### config.mk
export PLATFORM = sky130hd
export DESIGN_NAME = quad_front
export DESIGN_NICKNAME = d
export VERILOG_FILES = /design/src/rtl/quad_front.sv
export SDC_FILE = /design/constraint.sdc
export NUM_CORES = 1
export LEC_CHECK = 0
export BUFFER_PORTS_ARGS = -buffer_cell sky130_fd_sc_hd__buf_4
export CAP_MARGIN = 20
export CORE_UTILIZATION = 40
export DETAILED_ROUTE_END_ITERATION = 8
export GPL_TIMING_DRIVEN = 0
export HOLD_SLACK_MARGIN = 0.08
export SYNTH_ARGS = -nofsm -noshare
export SYNTH_HDL_FRONTEND = slang
export SYNTH_SLANG_ARGS = --single-unit
### constraint.sdc
create_clock -name clk -period 1.28 [get_ports clk]
set_input_delay 0.32 -clock clk [delete_from_list [all_inputs] [get_ports clk]]
set_output_delay 0.32 -clock clk [all_outputs]
set_load 0.02 [all_outputs]
### src/rtl/quad_front.sv
module quad_front (
  input  logic       clk,
  input  logic       rst_n,
  input  logic [1:0] dec_mode,
  input  logic       fclk_half,
  input  logic       idx_sync,
  input  logic       enc_a,
  input  logic       enc_b,
  input  logic       enc_idx_n,
  output logic       cnt_up,
  output logic       cnt_dn,
  output logic       idx_evt
);
  localparam logic [2:0] IDLE = 3'b100;

  logic [2:0] sy1, sy2, smp, flt, fpv;
  logic div_t, tick, nq_pa, idx_pv, armed;
  logic fa, fb, ea, eb, same;
  logic q4_up, q4_dn, q2_up, q2_dn, q1_up, q1_dn, nq_up, nq_dn;
  logic up_d, dn_d, sync_eff, sync_fire, async_fire;

  assign tick  = !fclk_half | div_t;
  assign fa    = flt[0];
  assign fb    = flt[1];
  assign ea    = fa ^ fpv[0];
  assign eb    = fb ^ fpv[1];
  assign same  = ~(fa ^ fb);

  always_ff @(posedge clk or negedge rst_n)
    if (!rst_n) begin
      sy1 <= IDLE; sy2 <= IDLE; smp <= IDLE; flt <= IDLE; fpv <= IDLE;
      div_t <= 1'b0;
    end else begin
      sy1   <= {enc_idx_n, enc_b, enc_a};
      sy2   <= sy1;
      div_t <= ~div_t;
      fpv   <= flt;
      if (tick) begin
        smp <= sy2;
        flt <= (sy2 & ~(sy2 ^ smp)) | (flt & (sy2 ^ smp));
      end
    end

  assign q4_up = (ea & ~eb & ~same) | (eb & ~ea & same);
  assign q4_dn = (ea & ~eb & same)  | (eb & ~ea & ~same);
  assign q2_up = ea & ~eb & ~same;
  assign q2_dn = ea & ~eb & same;
  assign q1_up = ea & ~eb & fa & ~fb;
  assign q1_dn = ea & ~eb & ~fa & ~fb;
  assign nq_up = sy2[0] & ~nq_pa & sy2[1];
  assign nq_dn = sy2[0] & ~nq_pa & ~sy2[1];

  always_comb
    case (dec_mode)
      2'b00:   begin up_d = nq_up; dn_d = nq_dn; end
      2'b01:   begin up_d = q1_up; dn_d = q1_dn; end
      2'b10:   begin up_d = q2_up; dn_d = q2_dn; end
      default: begin up_d = q4_up; dn_d = q4_dn; end
    endcase

  assign sync_eff   = idx_sync & (dec_mode != 2'b00);
  assign sync_fire  = armed & ~flt[2] & same;
  assign async_fire = idx_pv & ~sy2[2];

  always_ff @(posedge clk or negedge rst_n)
    if (!rst_n) begin
      nq_pa <= 1'b0; idx_pv <= 1'b1; armed <= 1'b1;
      cnt_up <= 1'b0; cnt_dn <= 1'b0; idx_evt <= 1'b0;
    end else begin
      nq_pa   <= sy2[0];
      idx_pv  <= sy2[2];
      armed   <= flt[2] | (armed & ~sync_fire);
      cnt_up  <= up_d;
      cnt_dn  <= dn_d;
      idx_evt <= sync_eff ? sync_fire : async_fire;
    end
endmodule

# Yosys cells after proc, flatten, opt, wreduce, memory -nomap -nowiden
# Index checks and enable logic that the tools add are counted.
dict set report word_totals {
  ff_bits 21
}
dict set report op_classes {
  eq_ne 2
  muxes 3
  bitwise 41
  n_reduce_logical 3
}
# op count
set ops {}
lappend ops {{AND 1 bit} 18}
lappend ops {{inverter 1 bit} 11}
lappend ops {{AND 3 bit} 2}
lappend ops {{one-hot mux 1 bit (3 select lines)} 2}
lappend ops {{bitwise OR 1 bit} 4}
lappend ops {{inverter 3 bit} 1}
lappend ops {{bitwise OR 3 bit} 1}
lappend ops {{XOR 1 bit} 3}
lappend ops {{XOR 3 bit} 1}
lappend ops {{== test 2 x 1 -> 1 bit (second input constant)} 1}
lappend ops {{== test 2 bit (second input constant)} 1}
lappend ops {{logical NOT 2 bit} 1}
lappend ops {{nonzero test 2 bit} 1}
lappend ops {{logical NOT 1 bit} 1}
lappend ops {{2-to-1 mux 1 bit} 1}

# Longest topological paths before layout
# Gate-level depths: netlist of the first run.
dict set report logic_depth {
  ltp_word 6
  depth_mapped 4
  ltp_nobuf 3
}

# Worst setup path before layout of the first run
# No wires, ideal clock.
dict set report synth_path {
  kind {register to register}
  start {register with a tool-made name}
  end {register cnt_up}
  arrival_time_ns 1.234
  required_time_ns 1.214
  slack_ns -0.020
  path_stages_with_launch 5
  n_path_buf 1
  synth_period_minus_slack_ns 1.300
  cell_sequence {dfrtp_1 > buf_6 > or4b_4 > o22ai_2 > o32a_1}
}
# item line_no
set synth_rtl {}
lappend synth_rtl {{end signal: assignment} 73} ;# cnt_up <= up_d;
lappend synth_rtl {{end: declaration} 10} ;# output logic cnt_up,

==> results of run 1 <==
## metrics by stage
step                area (um2)  TNS [ns]  cells  setup WS, ns
floorplan                  846         0     71       0.00314
global placement           962   -0.0837    109       -0.0837
detailed placement         962   -0.0935    109       -0.0914
CTS                       1020   -0.0805    117       -0.0805
global route              1030    -0.115    117       -0.0851
finish                    1030   -0.0484    117       -0.0484
## cell families after synthesis
family / Yosys count / synth area share
buffers and inverters: 9 / 0.0503
AOI/OAI and AO/OA: 21 / 0.157
DFF: 21 / 0.630
xor gates and xnor gates: 2 / 0.0207
and+or+nand+nor: 18 / 0.142
## critical path, delay by kind of cell (launching register included)
| kind | cells | cell delay (ns) |
|---|---|---|
| flip-flops | 1 | 0.40 |
| AND/OR/NAND/NOR | 1 | 0.50 |
| AO/OA/AOI/OAI | 2 | 0.26 |
| buffers and inverters | 1 | 0.12 |
## worst paths after layout
check / slack [ns] / end / depth (start not counted) / from
worst min-delay path: 0.11 / sy1[2] / 1 / enc_idx_n
worst min register to register: 0.36 / sy2[0] / 0 / sy1[0]
worst max register to register: -0.05 / cnt_up / 4 / flip-flop
max in group asynchronous: 0.58 / idx_pv / 2 / rst_n
worst max-delay path: -0.05 / cnt_up / 4 / flip-flop
min in group asynchronous: 0.43 / idx_evt / 2 / rst_n
## power breakdown
group | internal (mW) | total (mW) | switching, mW
registers | 0.738 | 0.778 | 0.0403
clock network | 0.121 | 0.315 | 0.194
logic | 0.123 | 0.235 | 0.112
## what timing repair did
| item | 4_1_cts | 5_1_grt |
|---|---|---|
| pin swaps | 1 | 1 |
| hold buffers | 1 | 0 |
| setup buffers | 3 | 0 |
| gates cloned | 0 | 0 |
| resized for setup | 1 | 1 |
| endpoints found under the hold margin | 15 | 0 |
| endpoints found under the setup margin | 1 | 2 |
## cell type report
type	count	share of cell area
plain buffers	2	0.0183
clock buffers	4	0.0256
inverters	7	0.0256
multi-input cells	41	0.266
flip-flops and latches	21	0.520
well taps	27	0.0329
repair buffers	15	0.112
## placed cells by master (no fill, tap or decap), types with 2 or more instances in the layout
master	count
inv_1	7
buf_4	15
o211ai_1	2
nand2_1	3
clkbuf_4	3
dfstp_2	6
nor2_1	2
o21ai_0	4
or4b_4	2
a21oi_1	4
nor2b_1	3
dfrtp_1	15
o21ai_1	6
## routing by layer
metal | track usage | vias up | share of wire | routed length, um
met5 | 0 | - | 0 | 0
met4 | 0.0667 | 0 | 0.0065 | 9
met3 | 0.0226 | 2 | 0.023 | 31
met2 | 0.227 | 6 | 0.47 | 651
met1 | 0.176 | 274 | 0.50 | 683
li1 | - | 287 | - | -
==> impl_results.md, run 1 <==
- Crit. End Element: flip-flop
- CTS Root Cell: clkbuf_4
- Top post-synthesis cells by count: 15 x dfrtp_1, 7 x inv_1, 6 x dfstp_2, 6 x o21ai_1
- First-pass iteration count of the detailed router: 4
- Core Util, Final: 0.518
- Post-synth design cell area: 846 um2
- Setup WS post-layout: -0.0484 ns
- GP Congestion: 0.678
- WHS: 0.112 ns
- Yosys top cell area share: 0.444
- Max_cap viols: 0
- Critical Path RT: 1.52 ns
- Vias in the first global route: 527
- GRT Overall Usage: 0.138
- CP Max Fanout: 2
- Slew headroom: 0.736
- Top_reg_cell synth: dfrtp_1
- Post-synth EDFFs: 0
- Post-synthesis async set-or-reset flop share: 1.00
- H-tree depth: 1
- Outcome: finished, violations left
- CTS Buf Count: 3
- PD cells: 1300 nW/um2
- RSZ-0062 raised after global routing: yes
- Bufs on Longest Clock Path: 2
- Final Hold Fails: 0
- Maximum vdd drop: 0.716 mV
- Hold Crit Class: in2reg
- Clk Latency, worst-skew pair: 0.30 ns
- Antenna-violating nets left: 0
- Leakage: 0.466 nW
- First-pass GRT wire length: 2170 um
- Layout area overhead: 21.3%
- Multi-input gate area: 273 um2
- Setup violators final: 1
- Die Wd: 48.0 um
- Hpwl dp: 934 um
- Slew @ Worst Pin: 0.396 ns
- Most common cell in the netlist: dfrtp_1
- Clock sink count: 21
- Slew Limit Fails: 0
- Critical path class: reg2reg
- Yosys Warn Count: 0
- Failing checks: negative setup slack
- Drt wl/cell: 11.8 um
- Seq/Total Area, Yosys: 0.630
- Ranking of synthesized cells by area: dfrtp_1 44%, dfstp_2 19%, o21ai_1 3.6%
- 1st-iter DRT viols: 8
- Crit path launch type: flip-flop
- Slowest CP cell: or4b_4
- # nets final: 100
- # DRC: 0
- CTS tree: yes
- Clock-pin transition on the worst setup and hold timing paths: 0.12 ns
- Synthesized instance count: 71
- Initial antenna violation count: 0
- Avg Cell Area, Syn: 11.9 um2
- CP cell instances: buf_6 -> or4b_4 -> o22ai_2 -> o32a_1
- Routed vias/inst: 4.86
- Pwr Total: 1.33 mW
- Crit path arrival time: 1.57 ns
- Gr ovfl total: 0
- Total wire length: 1380 um
- I/O Pins: 12
- Fin Clk Skew: 0.00700 ns
- Post-route clock period utilization: 1.04
- Syn nets: 80
- Largest net degree at the start of global routing: 22
- Post-synth top area cell: dfrtp_1
- Diode count: 0
- Fillers: 185
- Largest stage delay on the critical path: 0.50 ns
- Yosys reg bits: 21
- Die Ht: 48.0 um
- Initial Utilization: 0.427
- Layout cells sized above 1: 0.322
- Via Count: 569
- Die ar.: 2300 um2
- # port buffers: 11
- Reg area: 533 um2
- Fmax: 0.753 GHz
- Tmin final: 1.33 ns
- Row Count: 16
- Post-synthesis cell type count: 27
- Core Region: 1980 um2
Note: power is estimated with default switching activity, not from simulation.
==> inputs of run 2 (changes only) <==
--- a/config.mk
+++ b/config.mk
@@ -5,12 +5,14 @@
 export SDC_FILE = /design/constraint.sdc
 export NUM_CORES = 1
 export LEC_CHECK = 0
+export ABC_AREA = 1
 export BUFFER_PORTS_ARGS = -buffer_cell sky130_fd_sc_hd__buf_4
 export CAP_MARGIN = 20
 export CORE_UTILIZATION = 40
 export DETAILED_ROUTE_END_ITERATION = 8
 export GPL_TIMING_DRIVEN = 0
 export HOLD_SLACK_MARGIN = 0.08
+export SKIP_LAST_GASP = 1
 export SYNTH_ARGS = -nofsm -noshare
 export SYNTH_HDL_FRONTEND = slang
 export SYNTH_SLANG_ARGS = --single-unit
==> impl_results.md, run 2 <==
- Placed insts: 133
- Simple-gate share of the synthesized area: 0.278
- Slew Limit Fails: 0
- First-pass iteration count of the detailed router: 6
- Largest stage delay on the critical path: 0.38 ns
- Hold Crit Class: in2reg
- Slowest CP cell: dfrtp_1
- Mux share of post-synthesis cell area: 0
- PD cells: 1260 nW/um2
- Post-synth EDFFs: 0
- Seq/Total Area, Yosys: 0.614
- Crit path launch type: flip-flop
- Final non-filler cell total: 141
- Max_cap viols: 0
- Top_reg_cell synth: dfrtp_1
- Delay-heaviest family, CP: flip-flops
- Leakage: 0.536 nW
- Yosys top cell area share: 0.432
- Post-Synth Adder-Cell Area: 0
- Crit path arrival time: 0.84 ns
- Maximum vdd drop: 0.783 mV
- Post-synth design cell area: 868 um2
- 1st-iter DRT viols: 8
- RSZ-0062 raised after global routing: no
- Post-route clock period utilization: 0.909
- Vias in the first global route: 569
- # port buffers: 11
- Top post-synthesis cells by count: 28 x nand2_1, 15 x dfrtp_1, 13 x nor2_1, 12 x inv_1, 6 x dfstp_2
- Via Count: 633
- Syn nets: 104
- Critical path class: reg2out
- Post-synthesis xor/xnor area fraction: 0
- Hpwl dp: 976 um
- Pre-CTS setup slack: 0.138 ns
- Ranking of synthesized cells by area: dfrtp_1 43%, dfstp_2 18%, nand2_1 12%
- Die Ht: 48.6 um
- H-tree depth: 1
- Fin Clk Skew: 0.00558 ns
- Crit. End Element: primary output
- Most frequent cells in the layout: 28 x nand2_1, 15 x dfrtp_1, 13 x nor2_1, 12 x inv_1, 11 x buf_4
- Yosys Warn Count: 0
- Comb power frac: 0.171
- CTS Buf Count: 3
- Fillers: 205
- # DRC: 0
- Clock Power Share: 0.248
- Die Wd: 48.6 um
- Most common cell in the netlist: nand2_1
- Routed vias/inst: 4.49
- CP Buf/Inv Count: 1
- Most common cell after layout, fill and taps aside: nand2_1
- Setup violators final: 0
- Gr ovfl total: 0
- Sequential share of power: 0.581
- Setup TNS Final: 0 ns
- P_sw: 0.380 mW
- Post-synthesis async set-or-reset flop share: 1.00
- GRT Overall Usage: 0.135
- Row Count: 16
- Total wire length: 1380 um
- Post-synthesis cell type count: 17
- Clock-pin transition on the worst setup and hold timing paths: 0.12 ns
- CP cell instances: buf_4
- Antenna-violating nets left: 0
- CTS Root Cell: clkbuf_4
- Switch share: 0.287
- Clock sink count: 21
- Post-synth top area cell: dfrtp_1
- Diode count: 0
- Synth Area in Compound Gates: 0.0519
- CTS tree: yes
- Initial antenna violation count: 0
- Slew @ Worst Pin: 0.256 ns
- CP Max Fanout: 1
- Clk Latency, worst-skew pair: 0.31 ns
- Largest net degree at the start of global routing: 22
- # nets final: 124
- Avg Cell Area, Syn: 9.14 um2
- GP Congestion: 0.751
- Setup WS post-layout: 0.117 ns
- Slew headroom: 0.829
- Tmin final: 1.16 ns
- Fmax: 0.860 GHz
- First-pass GRT wire length: 2390 um
- Layout cells sized above 1: 0.237
- Drt wl/cell: 9.77 um
- Synthesized instance count: 95
- Yosys reg bits: 21
- Final Hold Fails: 0
- I/O Pins: 12
- Internal Power: 0.947 mW
- Main combinational cell family by area after synthesis: simple AND/OR/NAND/NOR gates
- Critical Path RT: 0.96 ns
- Post-cts repair resize count: 0
- Die ar.: 2360 um2
- Bufs on Longest Clock Path: 2
- Core Region: 2000 um2
- Layout area overhead: 21.5%
- Initial Utilization: 0.434
- Outcome: finished clean
[run 2: changes by cell type in the layout (fill, tap and decap cells not counted), sizes merged, moves of 5 or more]
cell | before | now
nand2 | 3 | 29
nand3 | 0 | 6
inv | 7 | 13
buf | 16 | 11
nor2 | 2 | 16
o21ai | 10 | 4
[run 2: cells by family (layout without fill, tap and decap cells)]
logic type,count (synthesis),count (layout)
AOI/OAI and AO/OA,8,8
and+or+nand+nor,53,53
DFF,21,21
buffers and inverters,13,32
[run 2: layout make-up]
type / count / area, um2 / area share
clock buffer: 3 / 22.5 / 0.0214
multi-input combinational: 61 / 287 / 0.272
tap: 27 / 33.8 / 0.0320
clock inverter: 1 / 7.51 / 0.00712
inverter: 13 / 48.8 / 0.0463
timing repair buffer: 15 / 123 / 0.116
sequential: 21 / 533 / 0.505
[run 2: power by group through the flow]
| stage | Sequential [mW] | Clock (mW) | Combinational, mW |
|---|---|---|---|
| after floorplan | 0.790 | 0 | 0.134 |
| after global placement | 0.781 | 0 | 0.215 |
| after detailed placement | 0.783 | 0 | 0.220 |
| after CTS | 0.771 | 0.345 | 0.223 |
| after global routing | 0.778 | 0.376 | 0.260 |
| final | 0.770 | 0.330 | 0.227 |
[run 2: per-layer routing]
| layer | track usage | vias to the layer above | wire length, um |
|---|---|---|---|
| li1 | - | 334 | - |
| met1 | 0.139 | 282 | 635 |
| met5 | 0 | - | 0 |
| met2 | 0.244 | 15 | 658 |
| met3 | 0.0503 | 2 | 68 |
| met4 | 0.0588 | 0 | 14 |
[run 2: timing repair]
action / 4_1_cts / 5_1_grt
hold buffers: 1 / 3
setup buffers: 0 / 0
endpoints found under the hold margin: 15 / 3
[run 2: worst paths after layout]
path | start | endpoint | slack, ns | depth (start not counted)
max | cnt_dn | cnt_dn | 0.12 | 1
min | idx_sync | idx_evt | 0.27 | 3
max reg2reg | flip-flop | cnt_up | 0.12 | 7
min reg2reg | sy1[0] | sy2[0] | 0.36 | 0
max in group asynchronous | rst_n | asynchronous set/reset pin | 0.60 | 2
min in group asynchronous | rst_n | fpv[1] | 0.41 | 2
[run 2: metrics by stage]
step | utilization | power (mW) | cell area [um2] | hold slack (ns)
2_1_floorplan | - | 0.924 | 868 | 0.0244
3_3_place_gp | 0.492 | 0.997 | 985 | 0.217
3_5_place_dp | 0.492 | 1.00 | 985 | 0.216
4_1_cts | 0.512 | 1.34 | 1020 | 0.0906
5_1_grt | 0.527 | 1.41 | 1050 | 0.271
6_report | 0.527 | 1.33 | 1050 | 0.268
==> inputs of run 3 (changes only) <==
--- a/config.mk
+++ b/config.mk
@@ -9,6 +9,7 @@
 export BUFFER_PORTS_ARGS = -buffer_cell sky130_fd_sc_hd__buf_4
 export CAP_MARGIN = 20
 export CORE_UTILIZATION = 40
+export CTS_BUF_LIST = sky130_fd_sc_hd__clkbuf_8
 export DETAILED_ROUTE_END_ITERATION = 8
 export GPL_TIMING_DRIVEN = 0
 export HOLD_SLACK_MARGIN = 0.08
==> impl_results.md, run 3 (synthesis results as in run 2) <==
- Initial antenna violation count: 0
- Post-cts repair resize count: 0
- PD cells: 1370 nW/um2
- First-pass iteration count of the detailed router: 4
- Slew @ Worst Pin: 0.258 ns
- RSZ-0062 raised after global routing: no
- Initial Utilization: 0.434
- H-tree depth: 1
- P_sw: 0.388 mW
- Slew Limit Fails: 0
- Setup WS post-layout: 0.129 ns
- Switch share: 0.271
- Top sig layer: met4
- Layout area overhead: 20.2%
- Clock-pin transition on the worst setup and hold timing paths: 0.08 ns
- Setup TNS Final: 0 ns
- Clock Power Share: 0.307
- Crit. End Element: flip-flop
- Crit path launch type: flip-flop
- # port buffers: 11
- First-pass GRT wire length: 2420 um
- Die Wd: 48.6 um
- Internal Power: 1.04 mW
- Die ar.: 2360 um2
- Critical Path RT: 1.44 ns
- Vias in the first global route: 572
- Pwr Total: 1.43 mW
- Post-route clock period utilization: 0.899
- Met1 WL: 628 um
- # nets final: 121
- GP Congestion: 0.751
- Most common cell after layout, fill and taps aside: nand2_1
- CTS Root Cell: clkbuf_8
- 1st-iter DRT viols: 2
- CTS Buf Count: 3
- Crit path arrival time: 1.31 ns
- CTS tree: yes
- Clk Latency, worst-skew pair: 0.26 ns
- Diode count: 0
- Pre-CTS setup slack: 0.138 ns
- Leakage: 0.531 nW
- Most frequent cells in the layout: 28 x nand2_1, 15 x dfrtp_1, 13 x nor2_1, 12 x inv_1, 11 x buf_4
- CP Max Fanout: 8
- Slowest CP cell: dfrtp_1
- Outcome: finished clean
- Layout cells sized above 1: 0.243
- Gr ovfl total: 0
- Met3 wire length: 77 um
- CP Buf/Inv Count: 1
- Via Count: 624
- Critical path class: reg2reg
- Delay-heaviest family, CP: flip-flops
- Routed vias/inst: 4.52
- Max_cap viols: 0
- Hold Crit Class: in2reg
- # DRC: 0
- Row Count: 16
- Maximum vdd drop: 0.873 mV
- Tmin final: 1.15 ns
- Clock sink count: 21
- Antenna-violating nets left: 0
- Fmax: 0.869 GHz
- Sequential share of power: 0.539
- Total wire length: 1360 um
- I/O Pins: 12
- Drt wl/cell: 9.87 um
- Largest stage delay on the critical path: 0.49 ns
- Fin Clk Skew: 0.00363 ns
- Slew headroom: 0.828
- Final Hold Fails: 0
- GRT Overall Usage: 0.137
- CP cell instances: inv_1 -> nand2_1 -> nand2_2 -> nand3_1 -> nand2_1 -> nor2_1 -> nor2_1
- Met2 Routed Length: 643 um
- Bufs on Longest Clock Path: 2
- Core Region: 2000 um2
- Comb power frac: 0.154
- Hpwl dp: 976 um
- Die Ht: 48.6 um
- Largest net degree at the start of global routing: 22
- Setup violators final: 0
==> run 3: stage by stage <==
stage	instances	hold slack, ns	cell area, um2	utilization
after detailed placement	133	0.216	985	0.492
after floorplan	95	0.0244	868	-
after global placement	133	0.217	985	0.492
after global routing	138	0.142	1040	0.521
final	138	0.162	1040	0.521
after CTS	138	0.153	1040	0.521
==> run 3: power by group through the flow <==
stage	Sequential, mW	Clock (mW)	Combinational [mW]
detailed placement	0.783	0	0.220
CTS	0.771	0.456	0.223
finish	0.770	0.438	0.221
floorplan	0.790	0	0.134
global route	0.777	0.488	0.252
global placement	0.781	0	0.215
==> run 3: what timing repair did <==
item | in CTS | in global routing
hold buffers | 1 | 0
buffers inserted | 0 | 0
hold endpoints to repair | 15 | 0
==> run 3: area by class of cell <==
type                       instances  area [um2]
clock inverter                     1        7.51
clock buffer                       3        41.3
timing repair buffer              12        92.6
fill                             202         958
multi-input combinational         61         287
sequential                        21         533
inverter                          13        48.8
tap                               27        33.8
==> run 3: worst paths after layout <==
path,start,cells past startpoint,slack [ns],endpoint
worst max register to register,flip-flop,7,0.13,cnt_up
min in group asynchronous,rst_n,2,0.47,fpv[1]
worst min-delay path,enc_idx_n,1,0.16,sy1[2]
max in group asynchronous,rst_n,2,0.54,asynchronous set/reset pin
worst max-delay path,flip-flop,7,0.13,cnt_up
worst min register to register,sy1[0],0,0.35,sy2[0]
==> run 3: worst reg2reg max path: stages (launching register included) <==
cell	delay (ns)
dfrtp_1	0.49
inv_1	0.11
nand2_1	0.08
nand2_2	0.07
nand3_1	0.10
nand2_1	0.06
nor2_1	0.10
nor2_1	0.04
==> run 3: metal layers <==
layer | up-vias | GRT usage
li1 | 327 | -
met1 | 280 | 0.139
met2 | 15 | 0.249
met3 | 2 | 0.0503
met4 | 0 | 0.0588
met5 | - | 0
